$ cat src/rtl/i2c_rf_pkg.sv
package i2c_rf_pkg;
    localparam int BYTE_W = 8;
    localparam int NUM_RW = 10;
    localparam int NUM_RO = 3;
    localparam int CNT_W  = $clog2(BYTE_W + 1);

    localparam logic [6:0]        DEV_ADDR = 7'h60;
    localparam logic [BYTE_W-1:0] ID_ADDR  = 8'h00;
    localparam logic [BYTE_W-1:0] ID_VALUE = 8'h15;

    typedef logic [BYTE_W-1:0] byte_t;

    typedef enum logic [2:0] {
        PH_IDLE,
        PH_DEV,
        PH_PTR,
        PH_WDAT,
        PH_RDAT,
        PH_SKIP
    } phase_e;

    typedef struct packed {
        logic  en;
        byte_t addr;
        byte_t data;
    } wr_req_t;

    // Address of each writable slot, in export order.
    function automatic byte_t rw_slot_addr(input int idx);
        case (idx)
            0:       return 8'h0B;
            1:       return 8'h0D;
            2:       return 8'h0E;
            3:       return 8'h0F;
            4:       return 8'h19;
            5:       return 8'h1A;
            6:       return 8'h1B;
            7:       return 8'h1D;
            8:       return 8'h1E;
            9:       return 8'h1F;
            default: return 8'hFF;
        endcase
    endfunction

    // Address of each status slot, in status_in order.
    function automatic byte_t ro_slot_addr(input int idx);
        case (idx)
            0:       return 8'h02;
            1:       return 8'h10;
            2:       return 8'h11;
            default: return 8'hFF;
        endcase
    endfunction
endpackage

$ cat src/rtl/i2c_rf_sync.sv
module i2c_rf_sync
    import i2c_rf_pkg::*;
#(
    parameter int STAGES = 2
) (
    input  logic clk,
    input  logic rst,
    input  logic scl_i,
    input  logic sda_i,
    output logic sda_s,
    output logic scl_rise,
    output logic scl_fall,
    output logic start_det,
    output logic stop_det
);
    logic [STAGES-1:0] scl_pipe;
    logic [STAGES-1:0] sda_pipe;
    logic              scl_d;
    logic              sda_d;
    logic              scl_s;

    // Idle bus is high on both lines, so the pipes reset to ones.
    always_ff @(posedge clk) begin
        if (rst) begin
            scl_pipe <= '1;
            sda_pipe <= '1;
            scl_d    <= 1'b1;
            sda_d    <= 1'b1;
        end else begin
            scl_pipe <= {scl_pipe[STAGES-2:0], scl_i};
            sda_pipe <= {sda_pipe[STAGES-2:0], sda_i};
            scl_d    <= scl_pipe[STAGES-1];
            sda_d    <= sda_pipe[STAGES-1];
        end
    end

    assign scl_s     = scl_pipe[STAGES-1];
    assign sda_s     = sda_pipe[STAGES-1];
    assign scl_rise  = scl_s & ~scl_d;
    assign scl_fall  = ~scl_s & scl_d;
    assign start_det = scl_s & scl_d & sda_d & ~sda_s;
    assign stop_det  = scl_s & scl_d & ~sda_d & sda_s;
endmodule

$ cat src/rtl/i2c_rf_engine.sv
module i2c_rf_engine
    import i2c_rf_pkg::*;
(
    input  logic    clk,
    input  logic    rst,
    input  logic    sda_s,
    input  logic    scl_rise,
    input  logic    scl_fall,
    input  logic    start_det,
    input  logic    stop_det,
    input  byte_t   rd_data,
    output byte_t   ptr,
    output wr_req_t wr,
    output logic    sda_oe,
    output logic    rd_stb,
    output byte_t   rd_stb_addr
);
    localparam logic [CNT_W-1:0] CNT_FULL = CNT_W'(BYTE_W);
    localparam logic [CNT_W-1:0] CNT_LAST = CNT_W'(BYTE_W - 1);
    localparam logic [CNT_W-1:0] CNT_ONE  = CNT_W'(1);
    localparam byte_t            ADR_WR   = {DEV_ADDR, 1'b0};
    localparam byte_t            ADR_RD   = {DEV_ADDR, 1'b1};

    phase_e           phase;
    phase_e           nxt;
    logic [CNT_W-1:0] cnt;
    byte_t            shreg;
    logic             in_ack;
    logic             ack_go;
    logic             first_wr;
    logic             mst_ack;
    byte_t            rx_byte;

    assign rx_byte = {shreg[BYTE_W-2:0], sda_s};

    always_ff @(posedge clk) begin
        if (rst) begin
            phase       <= PH_IDLE;
            nxt         <= PH_IDLE;
            cnt         <= '0;
            shreg       <= '0;
            in_ack      <= 1'b0;
            ack_go      <= 1'b0;
            first_wr    <= 1'b0;
            mst_ack     <= 1'b0;
            ptr         <= '0;
            wr          <= '0;
            sda_oe      <= 1'b0;
            rd_stb      <= 1'b0;
            rd_stb_addr <= '0;
        end else begin
            wr.en  <= 1'b0;
            rd_stb <= 1'b0;
            if (start_det) begin
                phase  <= PH_DEV;
                cnt    <= '0;
                in_ack <= 1'b0;
                sda_oe <= 1'b0;
            end else if (stop_det) begin
                phase  <= PH_IDLE;
                cnt    <= '0;
                in_ack <= 1'b0;
                sda_oe <= 1'b0;
            end else if (phase == PH_RDAT) begin
                if (scl_rise) begin
                    if (in_ack) mst_ack <= ~sda_s;
                    else        cnt     <= cnt + CNT_ONE;
                end else if (scl_fall) begin
                    if (in_ack) begin
                        in_ack <= 1'b0;
                        cnt    <= '0;
                        if (mst_ack) begin
                            sda_oe <= ~rd_data[BYTE_W-1];
                            shreg  <= {rd_data[BYTE_W-2:0], 1'b0};
                        end else begin
                            phase <= PH_SKIP;
                        end
                    end else if (cnt == CNT_FULL) begin
                        sda_oe      <= 1'b0;
                        in_ack      <= 1'b1;
                        rd_stb      <= 1'b1;
                        rd_stb_addr <= ptr;
                    end else if (cnt != '0) begin
                        sda_oe <= ~shreg[BYTE_W-1];
                        shreg  <= {shreg[BYTE_W-2:0], 1'b0};
                    end
                end
            end else if (phase == PH_DEV || phase == PH_PTR || phase == PH_WDAT) begin
                if (scl_rise && !in_ack) begin
                    shreg <= rx_byte;
                    cnt   <= cnt + CNT_ONE;
                    if (cnt == CNT_LAST) begin
                        case (phase)
                            PH_DEV: begin
                                if (rx_byte == ADR_WR) begin
                                    ack_go <= 1'b1;
                                    nxt    <= PH_PTR;
                                end else if (rx_byte == ADR_RD) begin
                                    ack_go <= 1'b1;
                                    nxt    <= PH_RDAT;
                                end else begin
                                    ack_go <= 1'b0;
                                    nxt    <= PH_SKIP;
                                end
                            end
                            PH_PTR: begin
                                ptr      <= rx_byte;
                                ack_go   <= 1'b1;
                                nxt      <= PH_WDAT;
                                first_wr <= 1'b1;
                            end
                            default: begin
                                ack_go   <= 1'b1;
                                nxt      <= PH_WDAT;
                                first_wr <= 1'b0;
                                if (first_wr) begin
                                    wr.en   <= 1'b1;
                                    wr.addr <= ptr;
                                    wr.data <= rx_byte;
                                end
                            end
                        endcase
                    end
                end else if (scl_fall) begin
                    if (!in_ack && cnt == CNT_FULL) begin
                        in_ack <= 1'b1;
                        sda_oe <= ack_go;
                    end else if (in_ack) begin
                        in_ack <= 1'b0;
                        cnt    <= '0;
                        phase  <= nxt;
                        if (nxt == PH_RDAT) begin
                            sda_oe <= ~rd_data[BYTE_W-1];
                            shreg  <= {rd_data[BYTE_W-2:0], 1'b0};
                        end else begin
                            sda_oe <= 1'b0;
                        end
                    end
                end
            end
        end
    end
endmodule

$ cat src/rtl/i2c_rf_bank.sv
module i2c_rf_bank
    import i2c_rf_pkg::*;
(
    input  logic                     clk,
    input  logic                     rst,
    input  wr_req_t                  wr,
    input  byte_t                    rd_addr,
    input  logic [NUM_RO*BYTE_W-1:0] status_in,
    output byte_t                    rd_data,
    output logic [NUM_RW*BYTE_W-1:0] rw_regs
);
    logic [NUM_RW-1:0] rw_hit;
    logic [NUM_RO-1:0] ro_hit;

    for (genvar g = 0; g < NUM_RW; g++) begin : g_rw
        localparam byte_t SLOT_ADDR = rw_slot_addr(g);
        byte_t q;
        always_ff @(posedge clk) begin
            if (rst)                                q <= '0;
            else if (wr.en && wr.addr == SLOT_ADDR) q <= wr.data;
        end
        assign rw_regs[g*BYTE_W +: BYTE_W] = q;
        assign rw_hit[g] = (rd_addr == SLOT_ADDR);
    end

    for (genvar g = 0; g < NUM_RO; g++) begin : g_ro
        localparam byte_t SLOT_ADDR = ro_slot_addr(g);
        assign ro_hit[g] = (rd_addr == SLOT_ADDR);
    end

    always_comb begin
        rd_data = '0;
        if (rd_addr == ID_ADDR) rd_data = ID_VALUE;
        for (int i = 0; i < NUM_RW; i++)
            if (rw_hit[i]) rd_data = rw_regs[i*BYTE_W +: BYTE_W];
        for (int i = 0; i < NUM_RO; i++)
            if (ro_hit[i]) rd_data = status_in[i*BYTE_W +: BYTE_W];
    end
endmodule

$ cat src/rtl/i2c_regfile_target.sv
module i2c_regfile_target
    import i2c_rf_pkg::*;
#(
    parameter int SYNC_STAGES = 2
) (
    input  logic                     clk,
    input  logic                     rst,
    input  logic                     scl_i,
    input  logic                     sda_i,
    output logic                     sda_oe,
    input  logic [NUM_RO*BYTE_W-1:0] status_in,
    output logic [NUM_RW*BYTE_W-1:0] rw_regs,
    output logic                     rd_stb,
    output logic [BYTE_W-1:0]        rd_stb_addr
);
    logic    sda_s;
    logic    scl_rise;
    logic    scl_fall;
    logic    start_det;
    logic    stop_det;
    byte_t   ptr;
    byte_t   rd_data;
    wr_req_t wr;

    i2c_rf_sync #(.STAGES(SYNC_STAGES)) u_sync (
        .clk       (clk),
        .rst       (rst),
        .scl_i     (scl_i),
        .sda_i     (sda_i),
        .sda_s     (sda_s),
        .scl_rise  (scl_rise),
        .scl_fall  (scl_fall),
        .start_det (start_det),
        .stop_det  (stop_det)
    );

    i2c_rf_engine u_engine (
        .clk         (clk),
        .rst         (rst),
        .sda_s       (sda_s),
        .scl_rise    (scl_rise),
        .scl_fall    (scl_fall),
        .start_det   (start_det),
        .stop_det    (stop_det),
        .rd_data     (rd_data),
        .ptr         (ptr),
        .wr          (wr),
        .sda_oe      (sda_oe),
        .rd_stb      (rd_stb),
        .rd_stb_addr (rd_stb_addr)
    );

    i2c_rf_bank u_bank (
        .clk       (clk),
        .rst       (rst),
        .wr        (wr),
        .rd_addr   (ptr),
        .status_in (status_in),
        .rd_data   (rd_data),
        .rw_regs   (rw_regs)
    );
endmodule

$ cat config.mk
export PLATFORM = sky130hd
export DESIGN_NAME = i2c_regfile_target
export DESIGN_NICKNAME = d
export VERILOG_FILES = /design/src/rtl/i2c_rf_pkg.sv /design/src/rtl/i2c_rf_sync.sv /design/src/rtl/i2c_rf_engine.sv /design/src/rtl/i2c_rf_bank.sv /design/src/rtl/i2c_regfile_target.sv
export SDC_FILE = /design/constraint.sdc
export NUM_CORES = 1
export LEC_CHECK = 0
export CAP_MARGIN = 20
export CORE_ASPECT_RATIO = 1.25
export CORE_MARGIN = 2
export CORE_UTILIZATION = 50
export CTS_CLUSTER_DIAMETER = 50
export CTS_CLUSTER_SIZE = 28
export DETAILED_ROUTE_END_ITERATION = 8
export DONT_BUFFER_PORTS = 1
export SYNTH_ARGS = -nofsm -noshare
export SYNTH_HDL_FRONTEND = slang
export SYNTH_HIERARCHICAL = 1
export SYNTH_SLANG_ARGS = --single-unit
$ cat constraint.sdc
create_clock -name clk -period 2.9 [get_ports clk]
set_input_delay 0.29 -clock clk [delete_from_list [all_inputs] [get_ports clk]]
set_output_delay 0.29 -clock clk [all_outputs]
set_load 0.01 [all_outputs]
# Word-level counts from Yosys, hierarchy flattened

Index checks and enable logic that the tools add are counted.

Bits in registers: 143
Latch bits: 0
Bits in writable memories: 0
Bits in read-only memories: 0
Bits of input ports: 28
Memories kept: 0

$add $sub $neg: 1
Multipliers: 0
Div/mod/pow operators: 0
Order comparisons: 0
Eq/ne operators: 51
Shift operators: 0
Muxes and demuxes: 78
Bitwise operators: 24
Reduce and logical (&&, ||, !) cells: 41

Operators with widths:

| cell                 | count |
|---|---|
| $mux W8              | 26 |
| $eq A8 B5 Y1 const B | 14 |
| $eq A8 B4 Y1 const B | 8 |
| $mux W3              | 12 |
| $mux W4              | 9 |
| $reduce_and A8 Y1    | 4 |
| $mux W1              | 28 |
| $reduce_and A7 Y1    | 3 |
| $mux W17             | 1 |
| $not A1 Y1           | 17 |
| $eq A8 B8 Y1 const B | 2 |
| $ne A4 B4 Y1 const B | 4 |
| $reduce_and A5 Y1    | 3 |
| $reduce_bool A3 Y1   | 5 |
| $logic_and A1 B1 Y1  | 12 |
| $ne A4 B3 Y1 const B | 3 |
| $reduce_and A12 Y1   | 1 |
| $ne A3 B2 Y1 const B | 3 |
| $reduce_or A9 Y1     | 1 |
| $eq A8 B2 Y1 const B | 1 |
| $logic_not A8 Y1     | 1 |
| $ne A2 B2 Y1 const B | 4 |
| $reduce_bool A4 Y1   | 2 |
| $and A1 B1 Y1        | 7 |
| 18 further kinds     | 24 |

# Longest topological paths before layout

Depth after elaboration: 23
Depth in mapped cells: 11
Depth with buffers taken out: 9

# Cells and area by module

Netlist, hierarchy kept.

Modules (own cells, without submodules):

| module        | times used | cells each | area each (µm²) |
|---|---|---|---|
| i2c_rf_bank   | 1          | 491        | 4214.0 |
| i2c_rf_engine | 1          | 272        | 2566.2 |
| i2c_rf_sync   | 1          | 16         | 190.2 |

# Least setup slack after synthesis

Ideal clock, no wire load.

Path type: register -> register
Start: register u_engine.ptr[7]
End: register u_engine.shreg[3]
Setup time: 0.091 ns
Data arrival time: 2.462 ns
Required time: 2.809 ns
Setup slack: 0.347 ns
Cell stages (with the launch flop): 11
Period minus slack after synthesis: 2.553 ns
Cell sequence: dfxtp_1 or4_4 buf_6 or2_1 buf_6 nor3_2 a211oi_1 or4b_1 a21oi_1 mux2i_1 a311oi_1

Word-level cells in the longest chain between the ends: 22

RTL lines:

| what                   | line                     | source |
|---|---|---|
| from (decl)            | i2c_rf_engine.sv:12      | `output byte_t ptr,` |
| from (signal assigned) | i2c_rf_engine.sv:107     | `ptr <= rx_byte;` |
| $logic_not A8 Y1       | i2c_rf_bank.sv:33        | `if (rd_addr == ID_ADDR) rd_data = ID_VALUE;` |
| $mux W5                | i2c_rf_bank.sv:33        |  |
| $mux W8 (10 in series) | i2c_rf_bank.sv:35        | `if (rw_hit[i]) rd_data = rw_regs[i*BYTE_W +: BYTE_W];` |
| $mux W8 (2 in series)  | i2c_rf_bank.sv:37        | `if (ro_hit[i]) rd_data = status_in[i*BYTE_W +: BYTE_W];` |
| $mux W8 (*)            | i2c_rf_bank.sv:37        |  |
| named net rd_data[2]   | i2c_regfile_target.sv:22 | `byte_t rd_data;` |
| $mux W8                | i2c_rf_engine.sv:132     | `if (nxt == PH_RDAT) begin` |
| $mux W8                | i2c_rf_engine.sv:128     | `end else if (in_ack) begin` |
| $mux W8                | i2c_rf_engine.sv:125     | `if (!in_ack && cnt == CNT_FULL) begin` |
| $mux W8                | i2c_rf_engine.sv:124     | `end else if (scl_fall) begin` |
| $mux W8                | i2c_rf_engine.sv:89      | `if (scl_rise && !in_ack) begin` |
| $mux W8                | i2c_rf_engine.sv:88      | `end else if (phase == PH_DEV \|\| phase == PH_PTR \|\| phase == PH_WDAT) begin` |
| $mux W8 (*)            | i2c_rf_engine.sv:64      | `end else if (phase == PH_RDAT) begin` |
| to (signal assigned)   | i2c_rf_engine.sv:74      | `shreg <= {rd_data[BYTE_W-2:0], 1'b0};` |
| to (signal assigned)   | i2c_rf_engine.sv:85      | `shreg <= {shreg[BYTE_W-2:0], 1'b0};` |
| to (signal assigned)   | i2c_rf_engine.sv:90      | `shreg <= rx_byte;` |
| to (decl)              | i2c_rf_engine.sv:27      | `byte_t shreg;` |

Mark *: on every way through the listed nets, which the timed path passes. The rest lies on a longest branch. The select of a mux whose other input is x is not followed.
A chain may end at the register's enable or synchronous reset.

# Final worst setup path

Start: register u_engine.ptr[6]
End: register u_engine.shreg[3]

The elaborated chain is that of the path after synthesis.

==> results.md <==
- Die span in y: 136 µm
- Detailed-route vias per instance: 6.09
- Number of flops mapped to enable cells by yosys: 0
- Root buffer cell: clkbuf_16
- Setup repair after global routing missed its margin: no
- Synth Cell Area: 0.00697 mm²
- Basic-gate share of the synthesized area counting and, or, nand and nor cells: 0.209
- Unique cell type count in the Yosys netlist: 73
- Final Net Count: 813
- Sequential share of power: 0.457
- Longest Clk Path Bufs: 2
- # setup viols final: 0
- Synth Area in Compound Gates: 0.136
- Remaining global-route overflow: 0
- Layout area overhead: 12.7%
- Class of the tightest hold or removal check: input port to flop
- Total non-filler cell area in the finished layout: 0.00785 mm²
- Drt first-iter violations: 545
- Number of routed nets with antenna violations: 0
- Peak ir drop on the vdd network: 0.000517 V
- Share of total power consumed by net switching: 0.221
- Overall die area: 0.0149 mm²
- Most common cell after layout, fill and taps aside: nor2_1
- Proportion of synthesized area in mux cells: 0.197
- End-of-flow core utilization: 0.574
- Core Footprint: 0.0137 mm²
- Diode insertion count for antenna repair: 0
- Pin count of the biggest net entering global routing: 133
- Clock buffer count from CTS: 17
- Number of H-tree levels: 4
- Highest-count cells in the layout ignoring fill and taps: nor2_1 (148), dfxtp_1 (142), mux2i_1 (134)
- Initial Utilization: 0.509
- Std cell rows: 48
- Worst hold slack after final layout: 0.0507 ns
- Detailed-route via count: 5912
- Number of fillers in the final layout: 1252
- Number of clock sinks: 143
- Crit path time final: 2.71 ns
- Critical Setup Path Class: flop to flop
- Die extent in x: 110 µm
- Power Dens Cells: 549 mW/mm²
- Power share of the combinational group: 0.017
- Overall fraction of global-route tracks in use: 0.309
- Synthesized flop and latch total: 143
- Largest fanout on the critical path: 10
- 1st-pass router iterations: 5
- Final-report max-slew violation count: 0
- Max-slew headroom at the worst pin: 0.441
- Crit path capture type: flop
- Post-CTS resize count: 0
- Required arrival time at the worst endpoint: 3.23 ns
- Post-detail-place hpwl: 16400 µm
- Clock latency reported for the late side of the worst-skew pair: 0.43 ns
- Dominant combinational cell family by area after synthesis: simple AND/OR/NAND/NOR gates
- Max Cap Viol: 0
- Clk pwr share: 0.525
- Transition time of the tightest slew-check pin: 0.833 ns
- Syn Inst Count: 779
- Placed Cells: 936
- IO Pins: 118
- Portion of the clock cycle consumed by the worst path in the final layout: 0.934
- Fraction of layout instances using a drive strength above 1: 0.111
- Largest clock skew in the final design: 0.00947 ns
- Total negative slack for setup checks: 0 ns
- Fmax: 369 MHz
- Main synth FF type: dfxtp_1
- Number of remaining DRC errors: 0
- Outcome: finished clean
- Hold violation total from the final report: 0
- Startpoint types: flop
- Net load switching power: 0.954 mW
- Area after DPL: 0.00720 mm²
- Clock transition at path regs: 0.06 ns
- Final routed wire length divided by cell count: 23.0 µm
- Ys Warns: 6
- Port-buffer cells: 0
- Syn Area/Cell: 8.95 µm²
- R2R Setup Slk: 0.19 ns
- Quantity of hold-fixing buffers added after cts: 3
- Cell leakage power: 3.06 nW
- Number of global-route vias before repair: 5920
- Routed WL: 22400 µm
- Data arrival time of the worst path: 3.04 ns
- Final cell count without fillers: 971
- Post-synthesis adder-cell area fraction: 0.00359
- Clock tree from TritonCTS: done
- Synthesized net count: 809
- Synth Area in XOR/XNOR: 0.00251
- Internal Power: 3.36 mW
- Portion of the post-synthesis area used by sequential elements: 0.411
- # Post-CTS Setup Buffers: 0
- First-pass GRT wire length: 34000 µm
- Async set-reset flop share out of synthesis: 0
- Number of antenna violations at the first check in global routing: 0
- Placer congestion estimate: 0.977
## power by group through the flow
stage          Clock [mW]  Sequential, mW  Combinational [mW]
2_1_floorplan           0            2.01              0.0558
3_3_place_gp            0            2.02              0.0424
3_5_place_dp            0            2.02              0.0418
4_1_cts              2.30            1.97              0.0745
5_1_grt              2.37            1.97              0.0820
6_report             2.27            1.97              0.0750
## final timing paths
check	endpoint	cells after the start	start
max	u_engine/shreg[3]	8	u_engine/ptr[6]
min reg2reg	u_sync/sda_pipe[1]	1	u_sync/sda_pipe[0]
max reg2reg	u_engine/shreg[3]	8	u_engine/ptr[6]
min	u_engine/phase[0]	2	rst
## per-layer routing
metal	vias up	routed length, µm	share of wire	track usage
li1	2798	-	-	-
met1	2825	8660	0.39	0.345
met2	220	11200	0.50	0.531
met3	69	1340	0.060	0.0714
met4	0	1120	0.050	0.180
met5	-	0	0	0
## flip-flops by register name, summed over array words and instances, names as in the netlist
name / flops
u_sync/scl_d: 1
u_engine/wr: 17
u_sync/sda_pipe: 2
u_engine/rd_stb: 1
u_engine/rd_stb_addr: 8
u_engine/shreg: 8
u_engine/cnt: 4
u_engine/mst_ack: 1
u_engine/in_ack: 1
u_engine/phase: 3
u_engine/ptr: 8
u_engine/nxt: 3
u_bank/g_rw.q: 80
u_engine/sda_oe: 1
u_engine/ack_go: 1
u_engine/first_wr: 1
u_sync/scl_pipe: 2
u_sync/sda_d: 1
## cell families after synthesis
family	count (synthesis)
compound gates	142
flops	143
mux	137
fa+ha+maj	2
buf+inv	60
xor+xnor	2
simple gates	293
## cell type report
| cell class | count | area [µm²] | area share |
|---|---|---|---|
| Timing Repair Buffer | 37 | 303 | 0.0386 |
| Clock buffer | 18 | 429 | 0.0546 |
| Multi-Input combinational cell | 576 | 3830 | 0.487 |
| Sequential cell | 143 | 2860 | 0.365 |
| Tap cell | 175 | 219 | 0.0279 |
| Clock inverter | 14 | 180 | 0.0229 |
| Inverter | 8 | 30.0 | 0.00382 |
## critical path, stage by stage, from the launching register on
cell	delay [ns]
dfxtp_1	0.38
or4_4	0.54
or2_1	0.39
nor3_2	0.21
a211oi_1	0.07
or4b_1	0.49
a21oi_1	0.16
mux2i_1	0.09
a311oi_1	0.30
## cell usage after synthesis, types with 7 or more instances
library cell    n  share of area
mux2i_1       134           0.19
a211oi_1        8         0.0086
nand4_1         7         0.0063
nor3_1         15          0.011
dfxtp_1       143           0.41
o21ai_0        24          0.017
nor2_1        148          0.080
or2_1           8         0.0072
a21oi_1        44          0.032
inv_1           8         0.0043
buf_1          12         0.0065
nor2b_1        15          0.013
nand2_1        29          0.016
o22ai_1         7         0.0063
nand3_1        14          0.010
nand2b_1       11         0.0099
clkbuf_1       24          0.013
## stage by stage
step / setup WS (ns) / total power [mW]
5_1_grt: 0.0903 / 4.42
3_3_place_gp: 0.324 / 2.06
6_report: 0.192 / 4.31
2_1_floorplan: 0.347 / 2.07
3_5_place_dp: 0.268 / 2.06
4_1_cts: 0.225 / 4.35
(Power assumes the default switching activity.)
